**src/rtl/ioct_pkg.sv**
```systemverilog
package ioct_pkg;
  localparam int CODE_W = 4;
  localparam logic [CODE_W-1:0] CST_C3 = 4'd3;
  localparam logic [CODE_W-1:0] CST_C6 = 4'd6;
  localparam logic [CODE_W-1:0] SUB_NONE = 4'd0;

  typedef struct packed {
    logic [CODE_W-1:0] cst;
    logic [CODE_W-1:0] sub;
    logic              brk;
  } cst_req_t;
endpackage

```
**src/rtl/ioct_rst_sync.sv**
```systemverilog
module ioct_rst_sync (
  input  logic clk,
  input  logic rst_n,
  output logic rst_n_s
);
  logic [1:0] sync_q;
  logic [1:0] sync_d;

  always_comb begin
    sync_d = {sync_q[0], 1'b1};
  end

  always_ff @(posedge clk or negedge rst_n) begin
    if (!rst_n) sync_q <= 2'b00;
    else        sync_q <= sync_d;
  end

  assign rst_n_s = sync_q[1];
endmodule

```
**src/rtl/ioct_window_dec.sv**
```systemverilog
module ioct_window_dec #(
  parameter int AW = 16,
  parameter int LW = 4
) (
  input  logic [AW-1:0] addr_i,
  input  logic [AW-1:0] base_i,
  input  logic [LW-1:0] lim_i,
  output logic          hit_o,
  output logic [AW-1:0] level_o
);
  localparam logic [AW-1:0] FIRST_LVL = AW'(2);

  logic [AW-1:0] off;
  logic [AW-1:0] span;
  logic [AW-1:0] lim_ext;

  always_comb begin
    off     = addr_i - base_i;
    span    = off - FIRST_LVL;
    lim_ext = AW'(lim_i);
    hit_o   = (off >= FIRST_LVL) && (span <= lim_ext);
    level_o = off;
  end
endmodule

```
**src/rtl/ioct_level_map.sv**
```systemverilog
module ioct_level_map #(
  parameter int AW = 16
) (
  input  logic [AW-1:0]         level_i,
  output ioct_pkg::cst_req_t    req_o
);
  import ioct_pkg::*;

  always_comb begin
    req_o.sub = SUB_NONE;
    req_o.brk = 1'b1;
    if (level_i == AW'(2)) req_o.cst = CST_C3;
    else                   req_o.cst = CST_C6;
  end
endmodule

```
**src/rtl/ioct_req_slot.sv**
```systemverilog
module ioct_req_slot (
  input  logic               clk,
  input  logic               rst_n,
  input  logic               load_i,
  input  ioct_pkg::cst_req_t req_i,
  input  logic               ready_i,
  output logic               valid_o,
  output ioct_pkg::cst_req_t req_o
);
  import ioct_pkg::*;

  logic     vld_q, vld_d;
  cst_req_t req_q, req_d;
  logic     req_en;

  always_comb begin
    vld_d  = vld_q;
    req_en = 1'b0;
    req_d  = req_i;
    if (vld_q && ready_i) vld_d = 1'b0;
    if (load_i) begin
      vld_d  = 1'b1;
      req_en = 1'b1;
    end
  end

  always_ff @(posedge clk or negedge rst_n) begin
    if (!rst_n) vld_q <= 1'b0;
    else        vld_q <= vld_d;
  end

  always_ff @(posedge clk or negedge rst_n) begin
    if (!rst_n)      req_q <= '0;
    else if (req_en) req_q <= req_d;
  end

  assign valid_o = vld_q;
  assign req_o   = req_q;

  AST_REQ_HOLD: assert property (@(posedge clk) disable iff (!rst_n)
    (vld_q && !ready_i) |=> (vld_q && $stable(req_q))) else $error("hold");
  AST_REQ_DROP: assert property (@(posedge clk) disable iff (!rst_n)
    (vld_q && ready_i && !load_i) |=> !vld_q) else $error("drop");
endmodule

```
**src/rtl/iord_cstate_trap.sv**
```systemverilog
module iord_cstate_trap #(
  parameter int AW = 16,
  parameter int LW = 4
) (
  input  logic          clk,
  input  logic          rst_n,
  input  logic          rd_valid_i,
  input  logic [AW-1:0] rd_addr_i,
  output logic          rd_ready_o,
  input  logic [AW-1:0] base_addr_i,
  input  logic [LW-1:0] range_lim_i,
  output logic          fwd_valid_o,
  output logic [AW-1:0] fwd_addr_o,
  output logic          req_valid_o,
  input  logic          req_ready_i,
  output logic [3:0]    req_cstate_o,
  output logic [3:0]    req_substate_o,
  output logic          req_brk_o
);
  import ioct_pkg::*;

  logic          rst_n_s;
  logic          hit;
  logic [AW-1:0] level;
  logic          accept;
  logic          load;
  cst_req_t      map_req;
  cst_req_t      slot_req;

  ioct_rst_sync u_rst (.clk(clk), .rst_n(rst_n), .rst_n_s(rst_n_s));

  ioct_window_dec #(.AW(AW), .LW(LW)) u_dec (
    .addr_i(rd_addr_i), .base_i(base_addr_i), .lim_i(range_lim_i),
    .hit_o(hit), .level_o(level)
  );

  ioct_level_map #(.AW(AW)) u_map (.level_i(level), .req_o(map_req));

  ioct_req_slot u_slot (
    .clk(clk), .rst_n(rst_n_s), .load_i(load), .req_i(map_req),
    .ready_i(req_ready_i), .valid_o(req_valid_o), .req_o(slot_req)
  );

  always_comb begin
    rd_ready_o  = rst_n_s && !req_valid_o;
    accept      = rd_valid_i && rd_ready_o;
    load        = accept && hit;
    fwd_valid_o = accept && !hit;
    fwd_addr_o  = rd_addr_i;
  end

  assign req_cstate_o   = slot_req.cst;
  assign req_substate_o = slot_req.sub;
  assign req_brk_o      = slot_req.brk;

  AST_FWD_EXCL: assert property (@(posedge clk) disable iff (!rst_n_s)
    !(fwd_valid_o && req_valid_o)) else $error("excl");
  AST_TRAP_RAISE: assert property (@(posedge clk) disable iff (!rst_n_s)
    (rd_valid_i && rd_ready_o && !fwd_valid_o) |=> req_valid_o) else $error("raise");
  AST_REQ_FIELDS: assert property (@(posedge clk) disable iff (!rst_n_s)
    req_valid_o |-> (req_substate_o == 4'd0 && req_brk_o)) else $error("fields");
  AST_REQ_CODE: assert property (@(posedge clk) disable iff (!rst_n_s)
    req_valid_o |-> (req_cstate_o == 4'd3 || req_cstate_o == 4'd6)) else $error("code");
  AST_STALL_NOFWD: assert property (@(posedge clk) disable iff (!rst_n_s)
    (req_valid_o && !req_ready_i) |=> !fwd_valid_o) else $error("stall");
endmodule

```
**config.mk**
```make
export PLATFORM = sky130hd
export DESIGN_NAME = iord_cstate_trap
export DESIGN_NICKNAME = d
export VERILOG_FILES = /design/src/rtl/ioct_pkg.sv /design/src/rtl/ioct_rst_sync.sv /design/src/rtl/ioct_window_dec.sv /design/src/rtl/ioct_level_map.sv /design/src/rtl/ioct_req_slot.sv /design/src/rtl/iord_cstate_trap.sv
export SDC_FILE = /design/constraint.sdc
export NUM_CORES = 1
export LEC_CHECK = 0
export CELL_PAD_IN_SITES_DETAIL_PLACEMENT = 0
export CELL_PAD_IN_SITES_GLOBAL_PLACEMENT = 1
export CORE_ASPECT_RATIO = 0.5
export CORE_MARGIN = 8
export CORE_UTILIZATION = 40
export CTS_CLUSTER_DIAMETER = 40
export DETAILED_ROUTE_END_ITERATION = 6
export DONT_BUFFER_PORTS = 1
export PLACE_DENSITY_LB_ADDON = 0.1
export SLEW_MARGIN = 40
export SYNTH_ARGS = -nofsm -noshare
export SYNTH_HDL_FRONTEND = slang
export SYNTH_SLANG_ARGS = --single-unit
export TNS_END_PERCENT = 30
```
**constraint.sdc**
```tcl
create_clock -name clk -period 3.3 [get_ports clk]
set_clock_uncertainty 0.1 [all_clocks]
set_input_delay 0.495 -clock clk [delete_from_list [all_inputs] [get_ports clk]]
set_output_delay 0.495 -clock clk [all_outputs]
set_load 0.01 [all_outputs]
```
== After elaboration in Yosys (flattened, before gate mapping) ==
Cells that the tools add are included.
Storage, ports and cells
  register bits after elaboration: 8
  input port bits: 40
Cells by class
  add/sub/neg operators: 2
  magnitude comparators: 2
  equal/unequal tests: 1
  mux-type cells: 4
  reductions and logical operators: 9
Operators by type and width (count)
  $eq 16x2->1 const B: 1
  $ge 16x2->1 const B: 1
  $le 16x4->1: 1
  $sub 16x16->16: 1
  $sub 16x2->16 const B: 1
  $logic_and 1x1->1: 6
  $mux 1: 3
  $mux 3: 1
  $logic_not 1->1: 2
  $reduce_bool 2->1: 1

== Depth between registers and ports, before layout ==
Gate-level depths: netlist of the first run.
  depth in word-level cells: 6
  mapped depth: 15
  depth with buffers taken out: 15

== Hierarchy ==
Synthesis of the first run repeated with hierarchy kept, for this count alone.
Unflattened totals
  cells, all modules: 248
  area, all modules: 2083.2 µm²
Modules (own cells, without submodules)
  ioct_window_dec: instances 1, cells each 189, area an instance 1340.0 µm²
  ioct_req_slot: instances 1, cells each 22, area an instance 409.1 µm²
  iord_cstate_trap: instances 1, cells each 19, area an instance 152.6 µm²
  ioct_level_map: instances 1, cells each 15, area an instance 127.6 µm²
  ioct_rst_sync: instances 1, cells each 3, area an instance 53.8 µm²

== Least setup slack after synthesis of the first run ==
No wires, ideal clock.
  path type: input -> output
  start point: input port base_addr_i[3]
  end point: output port fwd_valid_o
  arrival time: 2643 ps
  path slack: 62 ps
  stages: 10
  buffers on the path: 0
  cell sequence: inv_1 > ha_1 > a21o_1 > a21o_1 > or4_4 > and3_4 > a2111oi_4 > nand4_2 > nor2_1 > nor2_1
On the way
  cells in the longest elaborated chain, start to end: 6
Ends and longest elaborated chain
  start, declared: RTL line iord_cstate_trap.sv:10  | input logic [AW-1:0] base_addr_i,
  $sub 16x16->16 (*): RTL line ioct_window_dec.sv:18  | off = addr_i - base_i;
  $sub 16x2->16: RTL line ioct_window_dec.sv:19  | span = off - FIRST_LVL;
  $le 16x4->1: RTL line ioct_window_dec.sv:21  | hit_o = (off >= FIRST_LVL) && (span <= lim_ext);
  $logic_and 1x1->1 (*): RTL line ioct_window_dec.sv:21
  $logic_not 1->1 (*): RTL line iord_cstate_trap.sv:48  | fwd_valid_o = accept && !hit;
  $logic_and 1x1->1 (*): RTL line iord_cstate_trap.sv:48
  end, declared: RTL line iord_cstate_trap.sv:12  | output logic fwd_valid_o,
Every way passes the cells marked *; elsewhere a longest branch is shown, timed or not.

== Worst setup path after layout of the first run ==
  start point: input port base_addr_i[7]
  end point: output port fwd_valid_o
Same word-level chain as after synthesis.

==> results of run 1 <==
==> registers in the layout, summed over array words and instances, names as in the netlist <==
name / cells
u_slot.req_o: 3
u_rst.sync_q: 2
u_slot.valid_o: 1
==> layer usage <==
layer,up-vias,share of wire
li1,771,-
met1,659,0.54
met2,57,0.40
met3,0,0.059
met4,0,0
met5,-,0
==> through the flow <==
| stage | util | power, uW |
|---|---|---|
| global placement | 0.433 | 389 |
| floorplan | - | 332 |
| detailed placement | 0.433 | 392 |
| finish | 0.485 | 547 |
| global route | 0.485 | 597 |
| CTS | 0.458 | 516 |
==> logic make-up (layout without fill, tap and decap cells) <==
group | count (synthesis) | count (layout) | synth area share
buf+inv | 54 | 53 | 0.173
other cells | 2 | 6 | 0.00456
simple gates | 57 | 57 | 0.214
compound gates | 66 | 66 | 0.307
xor+xnor | 7 | 7 | 0.0456
flops | 6 | 6 | 0.0912
fa+ha+maj | 21 | 21 | 0.164
==> path summary, 6_finish.rpt <==
| check | end | slack, ps | depth (start not counted) |
|---|---|---|---|
| max in group asynchronous | u_slot.req_o[6] | 2390 | 1 |
| min reg2reg | u_rst.sync_q[1] | 260 | 0 |
| min in group asynchronous | u_rst.sync_q[0] | 410 | 1 |
| max | fwd_valid_o | 80 | 11 |
| min | u_rst.sync_q[1] | 260 | 0 |
| max reg2reg | u_slot.req_o[7] | 1700 | 4 |
==> area by class of cell <==
class	instances	area, um2
fill	380	2020
multi-input combinational	157	1360
timing repair buffer	24	185
sequential	6	150
inverter	26	100
tap	54	67.6
clock buffer	3	41.3
==> what timing repair did <==
action                                  CTS  global route
hold buffers                              2             0
cloned                                    0             0
hold endpoints to repair                  6             0
endpoints found under the setup margin    1             2
pin swaps                                 2             6
resized for setup                         7            21
buffers inserted                          0             1
==> cells in the final DEF (no fill, tap or decap), types with 4 or more instances in the layout <==
master,n
a21oi_1,11
nand2_1,7
inv_1,22
conb_1,6
dfrtp_1,6
nand3_1,4
nor2_1,5
nor3_1,6
buf_4,22
and3_1,4
o211ai_1,5
o21ai_0,4
o31ai_1,4
ha_4,4
ha_1,16
a21o_1,10
==> power by group through the flow <==
| stage | Combinational [uW] | Clock [uW] | Sequential [uW] |
|---|---|---|---|
| after floorplan | 254 | 0 | 77.8 |
| after global routing | 403 | 117 | 76.9 |
| after CTS | 328 | 111 | 76.8 |
| final | 363 | 107 | 76.8 |
| after global placement | 310 | 0 | 78.2 |
| after detailed placement | 313 | 0 | 78.4 |
==> critical path: cells and delay by family <==
kind	cells	cell delay (ps)
buffers and inverters	2	180
AND/OR/NAND/NOR	5	780
adder cells (fa/ha/maj)	1	290
AO/OA/AOI/OAI	3	870
==> results.py, run 1 <==
metrics = {
    "grt": {
        "grt_util_met2": 0.183,
        "vias_in_the_first_global_route": 1432,
        "grt_use_met3": 0.0251,
        "grt_pass1_wl_um": 6710,
        "gr-total-overflow": 0,
        "antenna_found_initial": 0,
        "grt.busiest_layer": "met2",
        "maximum_number_of_pins_on_one_net_before_global_route_repair": 11,
        "groute.layer.met1.usage": 0.180,
        "track_usage": 0.123,
    },
    "synthesis": {
        "async_set_or_reset_flop_fraction_in_the_synthesized_netlist": 1.00,
        "synth.top_cells.by_area": "ha_1 (15%), buf_4 (10%), dfrtp_1 (9.1%)",
        "postSynthAreaPerCell_um2": 7.73,
        "synth_cells": 213,
        "post-synth-top-area-fraction": 0.152,
        "postSynthRegisterBits": 6,
        "post_synthesis_cell_area_um2": 1650,
        "synth_seq_area_share": 0.0912,
        "synthesis.yosys.warnings": 0,
        "ys_types": 61,
        "synth_top_flop_cell": "dfrtp_1",
        "synth_enable_flop_cells": 0,
        "synth.largest_area_cell": "ha_1",
        "post_synth_most_frequent_cells": "inv_1 (26), buf_4 (22), ha_1 (20)",
        "synthMostInstantiatedCell": "inv_1",
    },
    "clock_tree": {
        "tritoncts.num_buffers": 3,
        "cts_root_buf": "clkbuf_8",
        "clk-insertion-delay-late_ps": 220,
        "cts.htree.levels": 1,
        "clock_tree_buffer_depth": 2,
        "clk_transition_reported_paths_ps": 30,
        "numClockSinks": 6,
        "cts_tree": "built",
    },
    "placement": {
        "placement.setup.worst_slack_ps": -90.6,
        "dpl.cell_count": 264,
        "post_dp_area_um2": 1700,
        "place_hpwl_um": 3520,
        "place.gp.congestion": 0.883,
        "place.port_buffers": 0,
    },
    "timing": {
        "unrepaired_setup_endpoints_after_global_routing": "true",
        "finalWorstPathRequiredPeriod_ps": 3220,
        "max_freq_ghz": 0.311,
        "fin_setup_tns_ps": 0,
        "final_hold_viol_count": 0,
        "slew_violations": 0,
        "fin_worst_hold_slack_ps": 257,
        "finalCritPeriodShare": 0.975,
        "finalSetupViolCount": 0,
        "fin_ws_ps": 83.8,
    },
    "routing": {
        "avgViaCountPerCell": 5.51,
        "num_vias": 1487,
        "route.detailed.drc": 0,
        "first_iter_violations": 32,
        "drt_first_pass_iters": 4,
        "route.detailed.wl_per_inst_um": 15.5,
        "drt.antenna.violating_nets": 0,
        "drt_wl_total_um": 4190,
    },
    "die": {
        "count_of_pins_on_the_block_boundary": 68,
        "design.core.area_um2": 3920,
        "floorplan.die.height_um": 61.4,
        "initial_util": 0.420,
        "total_die_area_um2": 6550,
        "std_cell_rows": 16,
        "chipWidth_um": 107,
    },
    "critical_path": {
        "endpoint_kind": "output port",
        "setup.worst_path.class": "in -> out",
        "timing.critical_path.fanout_max": 7,
        "rr_startpoint": "u_slot.valid_o",
        "cp-start-kind": "primary input",
        "worst_path_max_delay_cell": "a221o_1",
        "cp_data_required_time_ps": 2700,
        "arrival_ps": 2620,
        "launch_point_of_the_critical_path": "base_addr_i[7]",
        "crit_chain": "inv_1, ha_1, buf_4, and3_2, a221o_1, or2_1, a41o_1, a2111o_1, nand4_2, nor2_1, nor2_2",
        "max_stage_delay_ps": 320,
    },
    "cells_and_area": {
        "final_nets": 279,
        "final_cell_area_um2": 1900,
        "areaGrowthSynthToFinish_pct": 15.6,
        "final_layout_size_suffix_gt1_frac": 0.259,
        "diodes": 0,
        "final_non_filler_cells": 270,
    },
    "power": {
        "sw_frac_of_total": 0.401,
        "power.clock.fraction": 0.196,
        "power.static_leakage_uw": 0.000942,
        "p_comb_frac": 0.664,
        "p_int_uw": 327,
        "sequential_group_share_of_total_power": 0.140,
        "net_sw_power_uw": 219,
        "ir_worst_vdd_uv": 283,
        "power_per_cell_area_nw_per_um2": 287,
    },
    "hold_path": {
        "holdCritStartpoint": "u_rst.sync_q[0]",
        "timing.hold.worst.class": "reg -> reg",
    },
    "outcome": {
        "status": "finished clean",
    },
    "run": {
        "maxCapViolations": 0,
    },
}
(Power assumes the default switching activity.)
==> inputs of run 2 (changes only) <==
==> constraint.sdc (replaced) <==
create_clock -name clk -period 3.9 [get_ports clk]
set_clock_uncertainty 0.1 [all_clocks]
set_input_delay 0.585 -clock clk [delete_from_list [all_inputs] [get_ports clk]]
set_output_delay 0.585 -clock clk [all_outputs]
set_load 0.01 [all_outputs]
==> results.py, run 2 (synthesis results as in run 1) <==
metrics = {
    "cells_and_area": {
        "final_non_filler_cells": 250,
        "diodes": 0,
        "final_common_cell": "inv_1",
        "num-fill-cells": 435,
        "areaGrowthSynthToFinish_pct": -1.75,
        "area_taken_by_flip_flops_and_latches_um2": 150,
        "mostFrequentLayoutCells": "inv_1 (26), ha_1 (20), a21oi_1 (13), a21o_1 (10), nand2_1 (7)",
        "multi_input_comb_area_um2": 1230,
        "final_layout_size_suffix_gt1_frac": 0.0663,
        "final_nets": 259,
        "largest_register_ff_count": 3,
    },
    "clock_tree": {
        "clk-insertion-delay-late_ps": 220,
        "numClockSinks": 6,
        "cts_hold_buffers": 2,
        "cts.htree.levels": 1,
        "clock_tree_buffer_depth": 2,
        "cts_post_setup_buffers_inserted": 0,
        "tritoncts.num_buffers": 3,
        "clk_transition_reported_paths_ps": 30,
        "cts_tree": "built",
        "cts_root_buf": "clkbuf_8",
        "post_cts_resize_count": 0,
    },
    "timing": {
        "slew_violations": 0,
        "finalSetupViolCount": 0,
        "finalWorstPathRequiredPeriod_ps": 3670,
        "final_hold_viol_count": 0,
        "max_freq_ghz": 0.272,
        "fin_setup_tns_ps": 0,
        "timing.slew.headroom": 0.645,
        "fin_ws_ps": 229,
        "tightest_slew_ps": 519,
        "unrepaired_setup_endpoints_after_global_routing": "false",
        "finalCritPeriodShare": 0.941,
    },
    "run": {
        "maxCapViolations": 0,
    },
    "grt": {
        "antenna_found_initial": 0,
        "grt_pass1_wl_um": 6290,
        "track_usage": 0.116,
        "maximum_number_of_pins_on_one_net_before_global_route_repair": 13,
        "gr-total-overflow": 0,
        "vias_in_the_first_global_route": 1341,
    },
    "critical_path": {
        "setup.worst_path.class": "in -> out",
        "crit_chain": "inv_1, ha_1, inv_1, fa_1, and3_1, o2111a_1, or2_1, a41o_1, a2111o_1, nand4_2, nor2_1, nor2_1",
        "crit_path_end": "fwd_valid_o",
        "launch_point_of_the_critical_path": "rd_addr_i[0]",
        "arrival_ps": 2990,
        "worst_case_register_to_register_setup_slack_ps": 2340,
        "endpoint_kind": "output port",
        "timing.reg2reg.worst_path_depth": 4,
        "worst_path_max_delay_cell": "fa_1",
        "cp_data_required_time_ps": 3210,
        "timing.critical_path.fanout_max": 4,
        "cp-start-kind": "primary input",
        "max_stage_delay_ps": 420,
        "critical_path.reg2reg.endpoint": "u_slot.req_o[7]",
        "rr_startpoint": "u_slot.valid_o",
    },
    "die": {
        "initial_util": 0.420,
        "chipWidth_um": 107,
        "count_of_pins_on_the_block_boundary": 68,
        "floorplan.die.height_um": 61.4,
        "std_cell_rows": 16,
        "design.core.area_um2": 3920,
        "total_die_area_um2": 6550,
    },
    "routing": {
        "route.detailed.wl_per_inst_um": 15.8,
        "drt_wl_total_um": 3950,
        "drt_first_pass_iters": 4,
        "route.detailed.drc": 0,
        "avgViaCountPerCell": 5.71,
        "first_iter_violations": 51,
        "drt.antenna.violating_nets": 0,
        "num_vias": 1427,
    },
    "power": {
        "power.static_leakage_uw": 0.000831,
        "power_per_cell_area_nw_per_um2": 248,
        "ir_worst_vdd_uv": 167,
    },
    "placement": {
        "place.port_buffers": 0,
        "placement.setup.worst_slack_ps": 227,
        "place_hpwl_um": 3370,
        "place.gp.congestion": 0.810,
        "dpl.cell_count": 245,
    },
    "outcome": {
        "status": "finished clean",
    },
    "hold_path": {
        "timing.hold.worst.class": "reg -> reg",
    },
}
==> run 2: cell types whose count changed in the layout (fill, tap and decap cells not counted), moves of 2 or more <==
cell | previous run | this run
buf_4 | 22 | 2
ha_1 | 16 | 20
ha_4 | 4 | 0
inv_1 | 22 | 26
inv_2 | 3 | 0
a21oi_1 | 11 | 13
a21oi_2 | 2 | 0
and3_1 | 4 | 6
xnor2_1 | 1 | 3
xnor2_2 | 2 | 0
==> run 2: routing by layer <==
layer | share of wire | vias up | wire length (um) | global-route usage
met1 | 0.54 | 649 | 2140 | 0.169
li1 | - | 732 | - | -
met5 | 0 | - | 0 | 0
met4 | 0.0020 | 0 | 8 | 0.0139
met3 | 0.065 | 3 | 255 | 0.0282
met2 | 0.39 | 43 | 1550 | 0.171
==> run 2: layout make-up <==
cell class | count | share of cell area
sequential | 6 | 0.0928
tap | 54 | 0.0418
timing repair buffer | 4 | 0.0217
clock buffer | 3 | 0.0255
multi-input combinational | 157 | 0.758
inverter | 26 | 0.0603
==> run 2: critical path, delay by kind of cell <==
kind / cells / cell delay, ps
buffers and inverters: 2 / 90
AOI/OAI and AO/OA: 3 / 840
and+or+nand+nor: 5 / 840
adders and majority gates: 2 / 600
==> run 2: metrics by stage <==
stage	total power (uW)	cell area [um2]	hold slack, ps	utilization
after floorplan	281	1660	-53.9	-
after CTS	404	1620	243	0.412
after detailed placement	307	1560	-34.1	0.397
after global placement	308	1560	-37.0	0.397
after global routing	439	1620	250	0.412
final	401	1620	242	0.412
==> run 2: where the power goes <==
| group | switching, uW | total (uW) | internal [uW] |
|---|---|---|---|
| clock | 24.8 | 90.9 | 66.1 |
| combinational | 138 | 245 | 107 |
| sequential | 0.828 | 64.9 | 64.0 |
| total | 164 | 401 | 237 |
==> run 2: worst min path at each step <==
| stage | from | end | slack [ps] | cells past startpoint |
|---|---|---|---|---|
| floorplan | u_rst.sync_q[1] | u_slot.req_o[5] | -50 | 0 |
| global placement | u_rst.sync_q[1] | u_slot.req_o[6] | -40 | 0 |
| detailed placement | u_rst.sync_q[1] | u_slot.req_o[6] | -30 | 0 |
| CTS | u_rst.sync_q[0] | u_rst.sync_q[1] | 240 | 0 |
| global route | u_rst.sync_q[0] | u_rst.sync_q[1] | 250 | 0 |
| finish | u_rst.sync_q[0] | u_rst.sync_q[1] | 240 | 0 |
